<file path="config.mk">
export PLATFORM = sky130hd
export DESIGN_NAME = xw_xfer_path
export DESIGN_NICKNAME = d
export VERILOG_FILES = /design/src/rtl/xw_pkg.sv /design/src/rtl/xw_narrow.sv /design/src/rtl/xw_pack.sv /design/src/rtl/xw_ext_reg.sv /design/src/rtl/xw_xfer_path.sv
export SDC_FILE = /design/constraint.sdc
export NUM_CORES = 1
export LEC_CHECK = 0
export ABC_AREA = 1
export ABC_CLOCK_PERIOD_IN_PS = 1100
export BUFFER_PORTS_ARGS = -buffer_cell sky130_fd_sc_hd__buf_2
export CORE_UTILIZATION = 29
export CTS_CLUSTER_SIZE = 25
export DETAILED_ROUTE_END_ITERATION = 12
export MAX_ROUTING_LAYER = met4
export PLACE_DENSITY_LB_ADDON = 0.12
export SETUP_SLACK_MARGIN = 0.3
export SYNTH_ARGS = -nofsm -noshare
export SYNTH_HDL_FRONTEND = slang
export SYNTH_SLANG_ARGS = --single-unit
</file>
<file path="constraint.sdc">
create_clock -name clk -period 1.1 [get_ports clk]
set_clock_uncertainty 0.2 [all_clocks]
set_input_delay 0.11 -clock clk [delete_from_list [all_inputs] [get_ports clk]]
set_output_delay 0.11 -clock clk [all_outputs]
set_load 0.02 [all_outputs]
</file>
<file path="src/rtl/xw_pkg.sv">
package xw_pkg;
   typedef enum logic [1:0] {
      XK_SHORT    = 2'd0,
      XK_WIDE     = 2'd1,
      XK_WIDE_IMM = 2'd2,
      XK_RSVD     = 2'd3
   } xfer_kind_e;

   typedef enum logic [1:0] {
      WS_FULL  = 2'd0,
      WS_MID   = 2'd1,
      WS_BYTE  = 2'd2,
      WS_NIB   = 2'd3
   } width_sel_e;
endpackage

</file>
<file path="src/rtl/xw_narrow.sv">
module xw_narrow #(
   parameter int W  = 16,
   parameter int NA = 9,
   parameter int NB = 8,
   parameter int NC = 4
) (
   input  logic [W-1:0] din,
   input  logic [1:0]   sel,
   output logic [W-1:0] dout
);
   import xw_pkg::*;

   logic [W-1:0] m_a, m_b, m_c;

   for (genvar i = 0; i < W; i++) begin : g_mask
      assign m_a[i] = (i < NA);
      assign m_b[i] = (i < NB);
      assign m_c[i] = (i < NC);
   end

   always_comb begin
      case (width_sel_e'(sel))
         WS_MID:  dout = din & m_a;
         WS_BYTE: dout = din & m_b;
         WS_NIB:  dout = din & m_c;
         default: dout = din;
      endcase
   end
endmodule

</file>
<file path="src/rtl/xw_pack.sv">
module xw_pack #(
   parameter int REG_W = 16,
   parameter int EXT_W = 8
) (
   input  logic [1:0]             kind,
   input  logic                   wide,
   input  logic [REG_W-1:0]       src,
   input  logic [EXT_W-1:0]       ext,
   input  logic [EXT_W-1:0]       imm,
   output logic [REG_W+EXT_W-1:0] word
);
   import xw_pkg::*;

   logic [EXT_W-1:0] low;

   always_comb begin
      low = '0;
      if (wide) begin
         case (xfer_kind_e'(kind))
            XK_WIDE:     low = ext;
            XK_WIDE_IMM: low = imm;
            default:     low = '0;
         endcase
      end
      word = {src, low};
   end
endmodule

</file>
<file path="src/rtl/xw_ext_reg.sv">
module xw_ext_reg #(
   parameter int EXT_W     = 8,
   parameter bit FILL_WINS = 1'b1
) (
   input  logic             clk,
   input  logic             rst_n,
   input  logic             fill_en,
   input  logic [EXT_W-1:0] fill_d,
   input  logic             core_we,
   input  logic [EXT_W-1:0] core_d,
   output logic [EXT_W-1:0] q
);
   logic [EXT_W-1:0] nxt;

   if (FILL_WINS) begin : g_fill_first
      always_comb begin
         if (fill_en)      nxt = fill_d;
         else if (core_we) nxt = core_d;
         else              nxt = q;
      end
   end else begin : g_core_first
      always_comb begin
         if (core_we)      nxt = core_d;
         else if (fill_en) nxt = fill_d;
         else              nxt = q;
      end
   end

   always_ff @(posedge clk or negedge rst_n) begin
      if (!rst_n) q <= '0;
      else        q <= nxt;
   end
endmodule

</file>
<file path="src/rtl/xw_xfer_path.sv">
module xw_xfer_path #(
   parameter int REG_W     = 16,
   parameter int EXT_W     = 8,
   parameter int NARROW_A  = 9,
   parameter int NARROW_B  = 8,
   parameter int NARROW_C  = 4,
   parameter bit FILL_WINS = 1'b1
) (
   input  logic                   clk,
   input  logic                   rst_n,
   input  logic                   xfer_valid,
   input  logic                   xfer_write,
   input  logic [1:0]             xfer_kind,
   input  logic                   wide_region,
   input  logic [1:0]             width_sel,
   input  logic [REG_W-1:0]       reg_wdata,
   input  logic [EXT_W-1:0]       imm_low,
   input  logic [REG_W+EXT_W-1:0] mem_rdata,
   input  logic                   ext_wr,
   input  logic [EXT_W-1:0]       ext_wdata,
   output logic [REG_W+EXT_W-1:0] mem_wdata,
   output logic                   mem_we,
   output logic [REG_W-1:0]       reg_rdata,
   output logic [EXT_W-1:0]       ext_q
);
   import xw_pkg::*;

   localparam int MEM_W = REG_W + EXT_W;

   if (NARROW_A > REG_W || NARROW_B > REG_W || NARROW_C > REG_W) begin : g_bad_narrow
      $error("narrow widths must not exceed REG_W");
   end
   if (NARROW_C < 1 || EXT_W < 1) begin : g_bad_min
      $error("widths must be at least one bit");
   end

   logic [REG_W-1:0] rd_hi, src_cut;
   logic             fill_en;

   assign rd_hi   = mem_rdata[MEM_W-1 -: REG_W];
   assign fill_en = xfer_valid && !xfer_write && (xfer_kind_e'(xfer_kind) == XK_WIDE);
   assign mem_we  = xfer_valid && xfer_write;

   xw_narrow #(.W(REG_W), .NA(NARROW_A), .NB(NARROW_B), .NC(NARROW_C)) rd_cut_i (
      .din (rd_hi),
      .sel (width_sel),
      .dout(reg_rdata)
   );

   xw_narrow #(.W(REG_W), .NA(NARROW_A), .NB(NARROW_B), .NC(NARROW_C)) wr_cut_i (
      .din (reg_wdata),
      .sel (width_sel),
      .dout(src_cut)
   );

   xw_pack #(.REG_W(REG_W), .EXT_W(EXT_W)) pack_i (
      .kind(xfer_kind),
      .wide(wide_region),
      .src (src_cut),
      .ext (ext_q),
      .imm (imm_low),
      .word(mem_wdata)
   );

   xw_ext_reg #(.EXT_W(EXT_W), .FILL_WINS(FILL_WINS)) ext_i (
      .clk    (clk),
      .rst_n  (rst_n),
      .fill_en(fill_en),
      .fill_d (mem_rdata[EXT_W-1:0]),
      .core_we(ext_wr),
      .core_d (ext_wdata),
      .q      (ext_q)
   );
endmodule

</file>
# After elaboration in Yosys (flattened, before gate mapping)
# Index checks and enable logic that the tools add are counted.
totals:
  regBits: 8
  latch_bits: 0
  mem_bits_rw: 0
  romBits: 0
  inputBits: 66
  elab_cells: 17
  memories: 0
classes:
  n_addsub: 0
  n_mul: 0
  n_div: 0
  order_cmp: 0
  n_eq_ne: 5
  shift: 0
  mux: 6
  bitwise_logic: 0
  reduce_logical: 5
ops:
  columns: ["cell", "n"]
  rows:
  - ["one-hot mux 16 bit (3 select lines)", 2]
  - ["two-way mux 8 bit", 3]
  - ["one-hot mux 8 bit (2 select lines)", 1]
  - ["equality test 2 bit (second input constant)", 3]
  - ["equality test 2 x 1 -> 1 bit (second input constant)", 2]
  - ["logical AND 1 bit", 3]
  - ["nonzero test 2 bit", 1]
  - ["logical NOT 1 bit", 1]

# Depth between registers and ports, before layout
depth:
  ltp_word: 4
  ltp_mapped: 8
  mapped_depth_nobuf: 7

# Modules after synthesis
# From an unflattened synthesis, not the netlist that was laid out.
unflattened:
  hier_cells: 153
  hier_area_um2: 953.4
modules_own_cells:
  columns: ["mod", "instances", "cells_each", "area_each_um2"]
  rows:
  - ["xw_ext_reg", 1, 44, 374.1]
  - ["xw_narrow", 2, 27, 138.9]
  - ["xw_pack", 1, 48, 275.3]
  - ["xw_xfer_path", 1, 7, 26.3]

# Worst setup path before layout
# Ideal clock, no wire load.
synth_path:
  kind: "input to output"
  start: "input port xfer_kind[0]"
  end: "output port mem_wdata[0]"
  arrival_time_ps: 944
  required_time_ps: 790
  slack_ps: -154
  path_stages: 5
  n_path_buf: 0
  cell_sequence: "inv_1 > ha_1 > inv_1 > nand2_1 > a21oi_1"
synth_between:
  elab_chain_len: 3
synth_rtl:
  columns: ["element", "line", "source"]
  rows:
  - ["start, declared", "xw_xfer_path.sv:13", "input logic [1:0] xfer_kind,"]
  - ["equality test 2 bit or equality test 2 x 1 -> 1 bit (tied branches)", "xw_pack.sv:19", "case (xfer_kind_e'(kind))"]
  - ["one-hot mux 8 bit (2 select lines) (*)", "xw_pack.sv:19", null]
  - ["two-way mux 8 bit (*)", "xw_pack.sv:18", "if (wide) begin"]
  - ["end, declared", "xw_xfer_path.sv:21", "output logic [REG_W+EXT_W-1:0] mem_wdata,"]
# Mark *: on every way between the ends. The rest lies on a longest branch, timed or not.

# Worst setup path in the final report
layout_path:
  start: "register ext_i.q[6]"
  end: "output port mem_wdata[6]"
layout_between:
  elab_chain_len: 2
layout_rtl:
  columns: ["element", "line", "source"]
  rows:
  - ["start, declared", "xw_ext_reg.sv:11", "output logic [EXT_W-1:0] q"]
  - ["start signal, assigned", "xw_ext_reg.sv:31", "else q <= nxt;"]
  - ["one-hot mux 8 bit (2 select lines)", "xw_pack.sv:19", null]
  - ["two-way mux 8 bit", "xw_pack.sv:18", null]
# Every way passes these cells.

==> impl_metrics.py <==
metrics = {
    "timing": {
        "min_period_ps": 1300,
        "slew_headroom_pct": 83.4,
        "fin_hold_ws_ps": -67.5,
        "grt_setup_unrepaired": "yes",
        "period_share_pct": 119,
        "setup_viol": 32,
        "drv_slew": 0,
        "fmax_mhz": 767,
        "hold_viol_final": 8,
        "setup_slack_ps": -205,
        "tightestPinTransition_ps": 248,
        "setup-tns-final_ps": -3050,
    },
    "critical_path": {
        "cp_cell_sequence": "nand2_2, a21oi_4, buf_6",
        "end_kind": "output port",
        "crit_required_ps": 790,
        "reg2reg_from": "ext_i.q[4]",
        "startpoint_type": "flop",
        "timing.rr.end": "ext_i.q[4]",
        "slowest_stage": "dfrtp_2",
        "critPathKind": "flop to output port",
        "critPathMaxFanout": 2,
        "critical_path.endpoint": "mem_wdata[6]",
        "cp.arrival_ps": 990,
        "max_stage_delay_ps": 380,
        "crit_start": "ext_i.q[6]",
        "timing.reg2reg.setup_slack_ps": -50,
        "rr_worst_depth": 5,
    },
    "die": {
        "dieArea_um2": 3370,
        "core_um2": 2880,
        "ios": 115,
        "die_h_um": 58.1,
        "die_w_um": 58.1,
        "start_util_pct": 31.7,
        "rows": 19,
    },
    "clock_network": {
        "clk_pin_slew_ps": 50,
        "clockBufferDepth": 2,
        "clk_latency_ps": 250,
        "cts_max_level": 1,
        "hold_buffers": 1,
        "cts_tree": "built",
        "root_buffer": "clkbuf_4",
        "cts.sinks": 8,
        "cts_buffers": 3,
    },
    "route": {
        "firstDrtPassIters": 4,
        "drc": 0,
        "detail-route-antenna-nets": 0,
        "routedWlPerCell_um": 13.5,
        "vias": 1371,
        "drtIter0Drc": 29,
        "vias_per_cell": 4.31,
        "postRouteWirelength_mm": 4.29,
    },
    "yosys": {
        "ys_seq_elements": 8,
        "yosysSeqAreaShare_pct": 21.9,
        "syn-num-nets": 234,
        "synthesis.area_per_instance_um2": 5.49,
        "ys_types": 14,
        "yosysWarningCount": 0,
        "synthCells": 166,
        "syn_area_um2": 912,
    },
    "final_layout": {
        "syn_to_final_growth_pct": 154,
        "diodes": 0,
        "largest_register_ffs": 8,
        "nNetsFinal": 346,
        "reg.largest.list": "ext_i.q (8)",
        "largest-register": "ext_i.q",
        "nFillCells": 181,
        "drive_gt1_share_pct": 67.0,
        "stdcell_area_um2": 2320,
    },
    "placed_design": {
        "io_buffers": 98,
        "postPlaceCellArea_um2": 1690,
        "dp_hpwl_mm": 2.51,
        "gp_congestion": 0.700,
    },
    "status": {
        "status": "finished, violations left",
        "violations": "negative hold slack, negative setup slack",
    },
    "worst_hold_path": {
        "worst_hold_path_type": "input pin to flop",
        "whs_path_depth": 5,
    },
    "pwr": {
        "power_density_nw_per_um2": 670,
        "leakage_nw": 1.23,
        "peakVddDrop_mv": 0.412,
        "p_total_mw": 1.55,
    },
    "global_route": {
        "antenna_found_initial": 0,
        "gr-total-overflow": 0,
        "grt_pass1_wl_mm": 5.81,
        "grt_max_degree": 17,
        "grt_pass1_vias": 1273,
        "track_usage_pct": 22.9,
    },
    "flow_run": {
        "maxCapViolations": 0,
    },
}
[layout by cell type, fill, tap and decap left out]
master         Yosys  final
buf_6              3     57
buf_2              0     52
nand2_1           60     48
inv_1             39     35
nor2_4             1     25
nand2_2            0      8
a21oi_4            0      8
dfrtp_2            0      8
buf_4              9      8
nand3_1            8      7
nand2_4            0      3
clkbuf_4           0      3
inv_4              0      2
ha_4               0      2
buf_12             0      2
clkinv_8           0      1
or2_4              0      1
inv_12             0      1
nand2_8            0      1
nand3_4            1      1
nand3_2            0      1
buf_16             0      1
dlygate4sd3_1      0      1
[synthesized netlist by cell type]
library cell,n,share of area (%)
clkbuf_2,1,0.55
buf_6,3,3.7
nor2_4,1,1.2
inv_1,39,16
clkbuf_1,1,0.41
a21oi_1,8,4.4
buf_4,9,7.4
dfrtp_1,8,22
nand3_4,1,1.9
nor2_1,24,9.9
or2_1,1,0.69
nand2_1,60,25
ha_1,2,2.7
nand3_1,8,4.4
[worst min path at each step]
stage | end | slack [ps] | from
3_5_place_dp | ext_i.q[1] | -250 | rst_n
5_1_grt | ext_i.q[7] | -50 | mem_rdata[7]
3_3_place_gp | ext_i.q[2] | -250 | rst_n
4_1_cts | ext_i.q[7] | -70 | mem_rdata[7]
6_report | ext_i.q[0] | -70 | mem_rdata[0]
2_1_floorplan | ext_i.q[0] | -390 | rst_n
[final cells by class]
cell class                      instances  area [um2]  area share, %
Timing Repair Buffer                  121        1040           44.8
Sequential cell                         8         210           9.07
Multi-Input combinational cell        105         817           35.2
Tap cell                               42        52.6           2.27
Clock buffer                            3        22.5          0.971
Inverter                               39         176           7.61
[critical path: cells and delay by family (launching register included)]
kind,cells,cell delay (ps)
buf+inv,1,130
simple gates,1,90
flops,1,380
compound gates,1,130
[per-stage QoR]
step | util, % | worst slack [ps] | instances
2_1_floorplan | - | 35.8 | 166
3_3_place_gp | 58.8 | -224 | 299
3_5_place_dp | 58.8 | -236 | 299
4_1_cts | 77.6 | -169 | 314
5_1_grt | 80.6 | -243 | 318
6_report | 80.6 | -205 | 318
[routing by layer]
| layer | GRT usage [%] | share of wire (%) | vias up |
|---|---|---|---|
| met5 | - | 0 | - |
| met4 | 5.44 | 3.0 | 0 |
| met3 | 4.46 | 6.8 | 10 |
| met2 | 44.0 | 56 | 72 |
| met1 | 23.6 | 34 | 604 |
| li1 | - | - | 685 |
[cells by family after synthesis]
| logic type | count (synthesis) | share of synthesized area [%] |
|---|---|---|
| adders and majority gates | 2 | 2.74 |
| buffers and inverters | 53 | 28.1 |
| DFF | 8 | 21.9 |
| and+or+nand+nor | 95 | 42.8 |
| AOI/OAI and AO/OA | 8 | 4.39 |
[where the power goes]
part / total, mW / leakage, nW / internal [mW] / switching [mW]
combinational: 0.964 / 1.13 / 0.489 / 0.475
sequential: 0.370 / 0.0874 / 0.334 / 0.0364
clock: 0.218 / 0.0138 / 0.124 / 0.0938
total: 1.55 / 1.23 / 0.947 / 0.606
[what timing repair did]
action,4_1_cts,5_1_grt
gates resized for setup,123,17
pin swaps,20,13
cloned,1,0
hold endpoints to repair,16,8
setup endpoints to repair,49,49
setup buffers,10,4
No activity file was read; power rests on OpenSTA's default activity.
